### src/rtl/gpio_pkg.sv
package gpio_pkg;
  localparam int WORD_W = 32;
  localparam int CNT_W  = 8;

  typedef enum logic [3:0] {
    MODE_IN     = 4'd0,
    MODE_OUT    = 4'd1,
    MODE_TRIG   = 4'd2,
    MODE_STROBE = 4'd3,
    MODE_PWM    = 4'd4
  } gpio_mode_e;

  // control word field positions (LSB = 0)
  localparam int PRES_BIT  = 31;
  localparam int MODE_LSB  = 16;
  localparam int CNT_LSB   = 8;
  localparam int GSEL_LSB  = 4;
  localparam int DPOL_BIT  = 2;
  localparam int GEN_BIT   = 1;
  localparam int DATA_BIT  = 0;

  localparam logic [CNT_W-1:0] CNT_FOREVER = '1;
endpackage

### src/rtl/gpio_sync.sv
module gpio_sync #(
  parameter int W      = 4,
  parameter int STAGES = 2
) (
  input  logic         clk_i,
  input  logic         rst_ni,
  input  logic [W-1:0] d_i,
  output logic [W-1:0] q_o,
  output logic [W-1:0] rise_o
);
  logic [STAGES-1:0][W-1:0] stg_q;
  logic [W-1:0]             prev_q;

  always_ff @(posedge clk_i or negedge rst_ni) begin
    if (!rst_ni) begin
      stg_q  <= '0;
      prev_q <= '0;
    end else begin
      stg_q[0] <= d_i;
      for (int s = 1; s < STAGES; s++) stg_q[s] <= stg_q[s-1];
      prev_q <= stg_q[STAGES-1];
    end
  end

  assign q_o    = stg_q[STAGES-1];
  assign rise_o = q_o & ~prev_q;

  for (genvar i = 0; i < W; i++) begin : g_chk
    a_r4_rise_single: assert property (@(posedge clk_i) disable iff (!rst_ni)
      rise_o[i] |=> !rise_o[i]);
  end
endmodule

### src/rtl/gpio_pwm.sv
module gpio_pwm
  import gpio_pkg::*;
#(
  parameter int HIGH_CYCLES = 3,
  parameter int LOW_CYCLES  = 5
) (
  input  logic             clk_i,
  input  logic             rst_ni,
  input  logic             pwm_mode_i,
  input  logic             clr_i,
  input  logic             load_i,
  input  logic [CNT_W-1:0] load_val_i,
  input  logic             hold_i,
  output logic             active_o,
  output logic [CNT_W-1:0] count_o
);
  localparam int PERIOD = HIGH_CYCLES + LOW_CYCLES;
  localparam int PW     = (PERIOD > 2) ? $clog2(PERIOD) : 1;
  localparam logic [PW-1:0] HI_LAST  = PW'(HIGH_CYCLES);
  localparam logic [PW-1:0] PER_LAST = PW'(PERIOD - 1);

  logic [PW-1:0]    cyc_q;
  logic [CNT_W-1:0] cnt_q;
  logic             run;

  assign run = pwm_mode_i && (cnt_q != '0) && !hold_i;

  always_ff @(posedge clk_i or negedge rst_ni) begin
    if (!rst_ni) begin
      cyc_q <= '0;
      cnt_q <= '0;
    end else if (clr_i) begin
      cyc_q <= '0;
      cnt_q <= '0;
    end else if (load_i && cnt_q == '0) begin
      cyc_q <= '0;
      cnt_q <= load_val_i;
    end else if (run) begin
      if (cyc_q == PER_LAST) begin
        cyc_q <= '0;
        if (cnt_q != CNT_FOREVER) cnt_q <= cnt_q - 1'b1;
      end else begin
        cyc_q <= cyc_q + 1'b1;
      end
    end
  end

  assign active_o = run && (cyc_q < HI_LAST);
  assign count_o  = cnt_q;

  a_r7_forever_holds: assert property (@(posedge clk_i) disable iff (!rst_ni)
    (cnt_q == CNT_FOREVER && !clr_i) |=> cnt_q == CNT_FOREVER);
  a_r6_no_reload: assert property (@(posedge clk_i) disable iff (!rst_ni)
    (cnt_q == '0 && !load_i) |=> cnt_q == '0);
  a_r10_frozen: assert property (@(posedge clk_i) disable iff (!rst_ni)
    (hold_i && !clr_i && !load_i) |=> $stable(cnt_q) && !$past(active_o));
  a_r8_reject: assert property (@(posedge clk_i) disable iff (!rst_ni)
    (load_i && !clr_i && cnt_q != '0) |=>
      (cnt_q == $past(cnt_q) || cnt_q == $past(cnt_q) - 1'b1));
endmodule

### src/rtl/gpio_pwm_ctrl.sv
module gpio_pwm_ctrl
  import gpio_pkg::*;
#(
  parameter int N_PINS      = 4,
  parameter int HIGH_CYCLES = 3,
  parameter int LOW_CYCLES  = 5,
  parameter int SYNC_STAGES = 2,
  localparam int SW         = (N_PINS > 1) ? $clog2(N_PINS) : 1
) (
  input  logic              clk_i,
  input  logic              rst_ni,
  input  logic              wr_en_i,
  input  logic [SW-1:0]     sel_i,
  input  logic [WORD_W-1:0] wdata_i,
  output logic [WORD_W-1:0] rdata_o,
  input  logic [N_PINS-1:0] pin_i,
  output logic [N_PINS-1:0] pin_o,
  output logic [N_PINS-1:0] pin_oe_o,
  output logic              trig_o
);
  logic [N_PINS-1:0][3:0]       mode_q;
  logic [N_PINS-1:0]            data_q, dpol_q, gen_q;
  logic [N_PINS-1:0][2:0]       gsel_q;
  logic [N_PINS-1:0][CNT_W-1:0] cnt_w;
  logic [N_PINS-1:0]            act_w, hold_w, clr_w, load_w, trig_en;
  logic [N_PINS-1:0]            pin_s, pin_rise;

  logic [3:0]       w_mode;
  logic [CNT_W-1:0] w_cnt;
  assign w_mode = wdata_i[MODE_LSB +: 4];
  assign w_cnt  = wdata_i[CNT_LSB +: CNT_W];

  gpio_sync #(.W(N_PINS), .STAGES(SYNC_STAGES)) sync_i (
    .clk_i (clk_i), .rst_ni (rst_ni), .d_i (pin_i),
    .q_o (pin_s), .rise_o (pin_rise)
  );

  always_ff @(posedge clk_i or negedge rst_ni) begin
    if (!rst_ni) begin
      mode_q <= '0;
      data_q <= '0;
      dpol_q <= '0;
      gen_q  <= '0;
      gsel_q <= '0;
    end else if (wr_en_i) begin
      for (int p = 0; p < N_PINS; p++) begin
        if (sel_i == SW'(p)) begin
          mode_q[p] <= w_mode;
          data_q[p] <= wdata_i[DATA_BIT];
          dpol_q[p] <= wdata_i[DPOL_BIT];
          gen_q[p]  <= wdata_i[GEN_BIT];
          gsel_q[p] <= wdata_i[GSEL_LSB +: 3];
        end
      end
    end
  end

  for (genvar p = 0; p < N_PINS; p++) begin : g_pin
    logic wr_me;
    logic [SW-1:0] gidx;
    assign wr_me     = wr_en_i && (sel_i == SW'(p));
    assign gidx      = gsel_q[p][SW-1:0];
    assign clr_w[p]  = wr_me && (w_mode != MODE_PWM || w_cnt == '0);
    assign load_w[p] = wr_me && (w_mode == MODE_PWM) && (w_cnt != '0);
    assign hold_w[p] = gen_q[p] && (pin_s[gidx] == dpol_q[p]);
    assign trig_en[p] = (mode_q[p] == MODE_TRIG);

    gpio_pwm #(.HIGH_CYCLES(HIGH_CYCLES), .LOW_CYCLES(LOW_CYCLES)) pwm_i (
      .clk_i      (clk_i),
      .rst_ni     (rst_ni),
      .pwm_mode_i (mode_q[p] == MODE_PWM),
      .clr_i      (clr_w[p]),
      .load_i     (load_w[p]),
      .load_val_i (w_cnt),
      .hold_i     (hold_w[p]),
      .active_o   (act_w[p]),
      .count_o    (cnt_w[p])
    );

    always_comb begin
      pin_oe_o[p] = 1'b0;
      pin_o[p]    = 1'b0;
      case (mode_q[p])
        MODE_OUT: begin
          pin_oe_o[p] = 1'b1;
          pin_o[p]    = data_q[p];
        end
        MODE_PWM: begin
          pin_oe_o[p] = 1'b1;
          pin_o[p]    = data_q[p] ? act_w[p] : ~act_w[p];
        end
        default: ;
      endcase
    end

    a_r11_idle_count: assert property (@(posedge clk_i) disable iff (!rst_ni)
      (mode_q[p] != MODE_PWM) |-> cnt_w[p] == '0);
    a_r2_drive_modes: assert property (@(posedge clk_i) disable iff (!rst_ni)
      pin_oe_o[p] |-> (mode_q[p] == MODE_OUT || mode_q[p] == MODE_PWM));
  end

  assign trig_o = |(pin_rise & trig_en);

  always_comb begin
    rdata_o = '0;
    rdata_o[PRES_BIT] = 1'b1;
    rdata_o[MODE_LSB +: 4] = mode_q[sel_i];
    case (mode_q[sel_i])
      MODE_IN:            rdata_o[DATA_BIT] = pin_s[sel_i];
      MODE_OUT, MODE_TRIG: rdata_o[DATA_BIT] = data_q[sel_i];
      MODE_PWM: begin
        rdata_o[CNT_LSB +: CNT_W] = cnt_w[sel_i];
        rdata_o[GSEL_LSB +: 3]    = gsel_q[sel_i];
        rdata_o[DPOL_BIT]         = dpol_q[sel_i];
        rdata_o[GEN_BIT]          = gen_q[sel_i];
        rdata_o[DATA_BIT]         = data_q[sel_i];
      end
      default: ;
    endcase
  end

  a_r1_reserved_zero: assert property (@(posedge clk_i) disable iff (!rst_ni)
    rdata_o[31:20] == 12'h800);
endmodule

### config.mk
export PLATFORM = sky130hd
export DESIGN_NAME = gpio_pwm_ctrl
export DESIGN_NICKNAME = d
export VERILOG_FILES = /design/src/rtl/gpio_pkg.sv /design/src/rtl/gpio_sync.sv /design/src/rtl/gpio_pwm.sv /design/src/rtl/gpio_pwm_ctrl.sv
export SDC_FILE = /design/constraint.sdc
export NUM_CORES = 1
export LEC_CHECK = 0
export BUFFER_PORTS_ARGS = -buffer_cell sky130_fd_sc_hd__clkbuf_2
export CORE_ASPECT_RATIO = 1.1
export CORE_MARGIN = 2
export CORE_UTILIZATION = 35
export CTS_BUF_LIST = sky130_fd_sc_hd__clkbuf_8
export CTS_CLUSTER_DIAMETER = 150
export DETAILED_ROUTE_END_ITERATION = 7
export GPL_TIMING_DRIVEN = 0
export PLACE_DENSITY = 0.55
export SYNTH_ARGS = -nofsm -noshare
export SYNTH_HDL_FRONTEND = slang
export SYNTH_SLANG_ARGS = --single-unit
### constraint.sdc
create_clock -name clk_i -period 3.3 [get_ports clk_i]
set_input_delay 0.495 -clock clk_i [delete_from_list [all_inputs] [get_ports clk_i]]
set_output_delay 0.495 -clock clk_i [all_outputs]
set_load 0.01 [all_outputs]
==> flow_summary.yaml, run 1 <==
timing:
  fin_crit_sh_pct: 95.2
  hold_violations: 0
  finalCriticalPeriod_ps: 3140
  finalSetupViolations: 0
  worst_pin_slew_ps: 982
  drv_slew: 0
  finClkSkew_ps: 13.0
  rsz0062_at_grt: "false"
  fin_tns_setup_ps: 0
  max_freq_mhz: 318
  setup_ws_ps: 157
  slew_headroom_pct: 33.6
worst_setup_path:
  cp_data_required_time_ps: 2800
  reg2reg_slack_ps: 760
  r2r-end: "g_pin[2].pwm_i.count_o[6]"
  max_stage_delay_ps: 520
  r2r-start: "g_pin[2].pwm_i.count_o[0]"
  r2r_cells: 7
  critPathKind: "reg2out"
  worstPathArrival_ps: 2650
  cp_num_buf_inv: 2
  start_kind: "flip-flop"
  crit_path_end_kind: "output pin"
  path_cells: "inv_1 -> ha_1 -> nor3b_1 -> a21o_1 -> nor3_4 -> o311ai_0 -> clkbuf_2"
  cp_slowest_cell: "o311ai_0"
  path_max_fanout: 7
  cp_top_family: "compound AO/OA/AOI/OAI gates"
die:
  die_width_um: 133
  core_area_sq_mm: 0.0178
  start_util_pct: 36.0
  io_pins: 82
  die-area_sq_mm: 0.0194
  die_y_um: 146
  fp-row-count: 51
cells_and_area:
  area_growth_pct: 13.1
  ff_latch_area_sq_mm: 0.00240
  diodes: 0
  post-route-util_pct: 40.7
  layout-drive-gt1-share_pct: 21.4
  multi_input_area_sq_mm: 0.00372
  instances_no_fill: 976
  final_nets: 794
  nFillCells: 1723
synthesis:
  synth_cells: 659
  synth-edff-count: 0
  synth_warnings: 0
  synth_top_cells_by_count: "113 x nand2_1, 96 x dfrtp_1, 31 x inv_1"
  synth_top_area_share_pct: 37.5
  synth.distinct_cells: 78
  syn_area_sq_mm: 0.00641
  ys_ff_latch: 96
  synthArstFlopShare_pct: 100
  synth_most_common_cell: "nand2_1"
  yosys-top-cells-area: "dfrtp_1 37%, mux4_2 6.7%, nand2_1 6.6%, mux2i_1 4.7%, ha_1 3.9%"
  synth_top_cell_by_area: "dfrtp_1"
  synth_flop_cell: "dfrtp_1"
  yosysSeqAreaShare_pct: 37.5
  avgSynthCellArea_sq_um: 9.73
pwr:
  finalPower_w: 0.00403
  pwr-share-comb_pct: 33.8
  power.density_mw_per_mm2: 556
  swShare_pct: 40.3
  p_leak_nw: 3.27
  ir_worst_vdd_mv: 0.190
  power_frac_seq_pct: 46.3
  p_sw_w: 0.00163
  cellInternalPower_w: 0.00241
  power.share.clock_pct: 19.9
clock_tree:
  clkTransAtPathRegs_ps: 110
  cts_sinks: 96
  cts_buffers: 9
  holdBufCountCts: 0
  clk_latency_ps: 390
  clk_path_buf_depth: 2
  htreeDepth: 3
  cts_tree: "done"
  cts_setup_buffers: 0
  clock-root-buffer: "clkbuf_8"
grt:
  grt_max_degree: 61
  antenna_found_initial: 0
  grt_pass1_vias: 5476
  grt_pass1_wl_um: 30500
  grt.total_usage_pct: 20.0
  grt_overflow: 0
placement:
  dpl_worst_slack_ps: 81.8
  portBuffers: 51
  routabilityCongestion: 0.876
  dp.cells: 961
  dp_hpwl_um: 14500
drt:
  wire_per_inst_um: 19.4
  drt_first_pass_iters: 5
  wl_um: 19000
  route.detailed.drc: 0
  postRouteAntennaNets: 0
  via_count: 5489
  routed_via_density: 5.62
  drt_iter0_markers: 521
run_status:
  outcome: "completed"
run:
  cap_viol_max_count: 0
min_path:
  holdCritPathClass: "in2async"
==> sequential cells by signal (all words and copies together), names as in the netlist <==
signal and cells:
sync_i.stg_q 4, sync_i.q_o 4, gen_q 4, sync_i.prev_q 4, g_pin.gidx 8, g_pin.pwm_i.count_o 32, dpol_q 4, mode_q 16
gsel_q 4, g_pin.pwm_i.cyc_q 12, data_q 4
==> per-layer routing <==
metal / share of wire, % / up-vias / GRT usage [%]
li1: - / 2576 / -
met1: 44 / 2742 / 26.5
met2: 51 / 151 / 33.8
met3: 3.8 / 20 / 2.82
met4: 1.6 / 0 / 5.91
met5: 0 / - / 0
==> through the flow <==
stage          hold WS [ps]  cell area [sq um]
4_1_cts                 107               7230
5_1_grt                 120               7250
6_report               91.0               7250
3_3_place_gp            332               7010
3_5_place_dp            336               7040
2_1_floorplan           199               6450
==> repair_timing <==
item	4_1_cts	5_1_grt
cloned	0	0
resized for setup	0	4
endpoints found under the setup margin	3	4
==> cells by family after synthesis <==
logic type | share of synthesized area [%]
xor gates and xnor gates | 0.546
and+or+nand+nor | 23.7
muxes | 13.4
AOI/OAI and AO/OA | 15.4
buffers and inverters | 5.50
DFF | 37.5
adders and majority gates | 3.90
other | 0.117
==> layout by cell type, fill, tap and decap left out, types with 4 or more instances in the layout <==
master	synthesis	final
nand2_1	113	113
dfrtp_1	96	96
clkbuf_2	0	50
inv_1	31	31
mux2i_1	30	30
nor2_1	26	26
nor3_1	20	20
ha_1	20	20
mux4_2	19	19
nor2b_1	18	18
buf_4	18	18
o21ai_0	15	15
nand3_1	14	14
conb_1	2	14
a2bb2oi_1	12	12
o22ai_1	12	12
a21o_1	11	11
nand3b_1	11	11
a21oi_1	11	11
nor4_1	11	10
clkbuf_1	11	10
a22oi_1	10	10
mux2_2	10	10
buf_2	9	9
a31oi_1	9	9
clkbuf_8	0	9
nor4b_1	7	7
and3_1	7	7
a22o_1	6	6
nor3b_1	5	5
or3b_2	5	5
o311ai_0	5	5
xnor2_1	4	4
or4b_4	3	4
nor4_2	3	4
nand4_1	4	4
o22a_1	4	4
inv_8	0	4
==> final cells by class <==
type | instances | area share [%]
clock buffer | 9 | 1.71
multi-input combinational | 504 | 51.3
clock inverter | 7 | 0.966
timing repair buffer | 52 | 3.93
tap | 238 | 4.11
inverter | 31 | 1.60
buffer | 39 | 3.21
sequential | 96 | 33.1
==> power groups by stage <==
stage | Sequential (W) | Clock [W] | Combinational (W)
detailed placement | 0.00188 | 0 | 0.00135
floorplan | 0.00172 | 0 | 0.00103
global placement | 0.00186 | 0 | 0.00130
global route | 0.00191 | 0.000879 | 0.00152
finish | 0.00187 | 0.000804 | 0.00136
CTS | 0.00185 | 0.000820 | 0.00135
==> how the worst max path moves through the flow <==
stage	start	end	slack [ps]	cells after the start
floorplan	sel_i[0]	rdata_o[10]	520	5
global placement	sel_i[0]	rdata_o[4]	90	6
detailed placement	sel_i[0]	rdata_o[4]	80	6
CTS	mode_q[4]	pin_o[1]	70	6
global route	g_pin[3].pwm_i.count_o[0]	pin_o[3]	6	7
finish	g_pin[3].pwm_i.count_o[0]	pin_o[3]	160	7
Power figures use the tool's default switching activity.
==> run 2, diff against run 1 <==
--- a/config.mk
+++ b/config.mk
@@ -12,7 +12,7 @@
 export CTS_BUF_LIST = sky130_fd_sc_hd__clkbuf_8
 export CTS_CLUSTER_DIAMETER = 150
 export DETAILED_ROUTE_END_ITERATION = 7
-export GPL_TIMING_DRIVEN = 0
+export GPL_TIMING_DRIVEN = 1
 export PLACE_DENSITY = 0.55
 export SYNTH_ARGS = -nofsm -noshare
 export SYNTH_HDL_FRONTEND = slang
==> run 2 against run 1 <==
Compared with the run above: die area did not move; clock power shrank 3.4%; register-to-register slack lost 70 ps; worst hold slack gained 8.8 ps; global-route usage is 0.18 points lower; critical path depth is 3 lower; sequential power barely moved; maximum frequency fell by 0.21%; clock skew shrank 1.3 ps.
==> flow_summary.yaml, run 2 (synthesis gave the netlist of run 1 again) <==
clock_tree:
  clk_latency_ps: 380
  cts_sinks: 96
  clkTransAtPathRegs_ps: 110
  clock-root-buffer: "clkbuf_8"
  clk_path_buf_depth: 2
  cts_setup_buffers: 0
  cts_tree: "done"
  htreeDepth: 3
  cts_buffers: 9
die:
  die_width_um: 133
  start_util_pct: 36.0
  die_y_um: 146
  fp-row-count: 51
  die-area_sq_mm: 0.0194
  io_pins: 82
  core_area_sq_mm: 0.0178
worst_setup_path:
  worstPathArrival_ps: 2650
  path_max_fanout: 13
  r2r-end: "g_pin[2].pwm_i.count_o[6]"
  reg2reg_slack_ps: 690
  start_kind: "flip-flop"
  cp_top_family: "simple AND/OR/NAND/NOR gates"
  max_stage_delay_ps: 860
  r2r_cells: 7
  cp_data_required_time_ps: 2800
  cp_num_buf_inv: 1
  r2r-start: "g_pin[2].pwm_i.count_o[0]"
  cp_slowest_cell: "or4b_1"
  path_cells: "mux4_2 -> or4b_1 -> nor2b_1 -> clkbuf_2"
  crit_path_end_kind: "output pin"
  critPathKind: "reg2out"
min_path:
  holdCritPathClass: "in2async"
drt:
  via_count: 5519
  postRouteAntennaNets: 0
  dr.max_layer_used: "met4"
  drt_first_pass_iters: 7
  route.detailed.drc: 0
  routed_via_density: 5.75
  wl_um: 18800
  wire_per_inst_um: 19.6
  met1Wirelength_um: 7920
  dr_wl_met2_um: 9640
  route.met3.wl_um: 954
  drt_iter0_markers: 471
timing:
  drv_slew: 0
  rsz0062_at_grt: "false"
  slew_headroom_pct: 46.4
  max_freq_mhz: 317
  holdWs_ps: 99.9
  fin_crit_sh_pct: 95.4
  finalSetupViolations: 0
  worst_pin_slew_ps: 799
  finalCriticalPeriod_ps: 3150
  finClkSkew_ps: 11.8
  hold_violations: 0
  fin_tns_setup_ps: 0
grt:
  grt_pass1_vias: 5492
  grt_overflow: 0
  grt.total_usage_pct: 19.8
  grt_pass1_wl_um: 30300
  antenna_found_initial: 0
  grt_max_degree: 55
placement:
  routabilityCongestion: 0.888
  dp_hpwl_um: 14100
  portBuffers: 53
cells_and_area:
  largest_reg_flops: 32
  layout_common_cells: "113 x nand2_1, 96 x dfrtp_1, 52 x clkbuf_2"
  layout-drive-gt1-share_pct: 20.8
  layout_commonest_cell: "nand2_1"
  nFillCells: 1762
  post-route-util_pct: 40.2
  area_growth_pct: 11.7
  final_nets: 777
run_status:
  outcome: "completed"
pwr:
  p_sw_w: 0.00162
  power.density_mw_per_mm2: 562
  power_frac_seq_pct: 46.6
  cellInternalPower_w: 0.00240
  p_leak_nw: 3.21
  power.share.clock_pct: 19.3
  swShare_pct: 40.3
  ir_worst_vdd_mv: 0.258
  pwr-share-comb_pct: 34.1
run:
  cap_viol_max_count: 0
-- run 2: routing by layer --
layer  track usage, %  up-vias
li1                 -     2540
met1             25.8     2776
met2             34.2      179
met3             2.86       24
met4             5.48        0
met5                0        -
-- run 2: metrics by stage --
stage	worst slack [ps]	power [W]	instance area, sq um	std cells
finish	150	0.00402	7160	960
global placement	322	0.00317	6970	943
CTS	50.6	0.00402	7150	959
global route	0.790	0.00428	7160	959
detailed placement	289	0.00324	6970	943
floorplan	516	0.00275	6450	671
-- run 2: area by class of cell --
type,count,area [sq um],share of cell area [%]
Antenna cell,1,2.50,0.0349
Clock buffer,9,124,1.73
Clock inverter,7,61.3,0.856
Inverter,31,116,1.63
Multi-Input combinational cell,504,3710,51.8
Sequential cell,96,2400,33.5
Tap cell,238,298,4.16
Timing Repair Buffer,74,450,6.29
-- run 2: power groups by stage --
stage               Sequential (W)  Combinational (W)  Clock [W]
floorplan                  0.00172            0.00103          0
global placement           0.00186            0.00131          0
detailed placement         0.00188            0.00136          0
CTS                        0.00186            0.00137   0.000794
global route               0.00192            0.00152   0.000837
finish                     0.00188            0.00137   0.000777
-- run 2: repair_timing --
action	in CTS	in global routing
setup endpoints to repair	0	1
hold endpoints to repair	0	0
hold buffers	0	0
gates resized for setup	0	1
-- run 2: worst max-delay path by stage --
stage | startpoint | slack, ps | cells after the start | endpoint
floorplan | sel_i[0] | 520 | 5 | rdata_o[10]
global placement | sel_i[0] | 320 | 5 | rdata_o[15]
detailed placement | sel_i[0] | 290 | 5 | rdata_o[4]
CTS | mode_q[0] | 50 | 6 | pin_o[0]
global route | mode_q[9] | 0.8 | 4 | rdata_o[4]
finish | mode_q[8] | 150 | 4 | rdata_o[4]
-- run 2: worst reg2reg max path, delay by kind of cell, from the launching register on --
family                     cells  cell delay [ps]
AOI/OAI and AO/OA              2              440
adders and majority gates      1              220
buffers and inverters          1              150
DFF                            1              460
and+or+nand+nor                3             1220
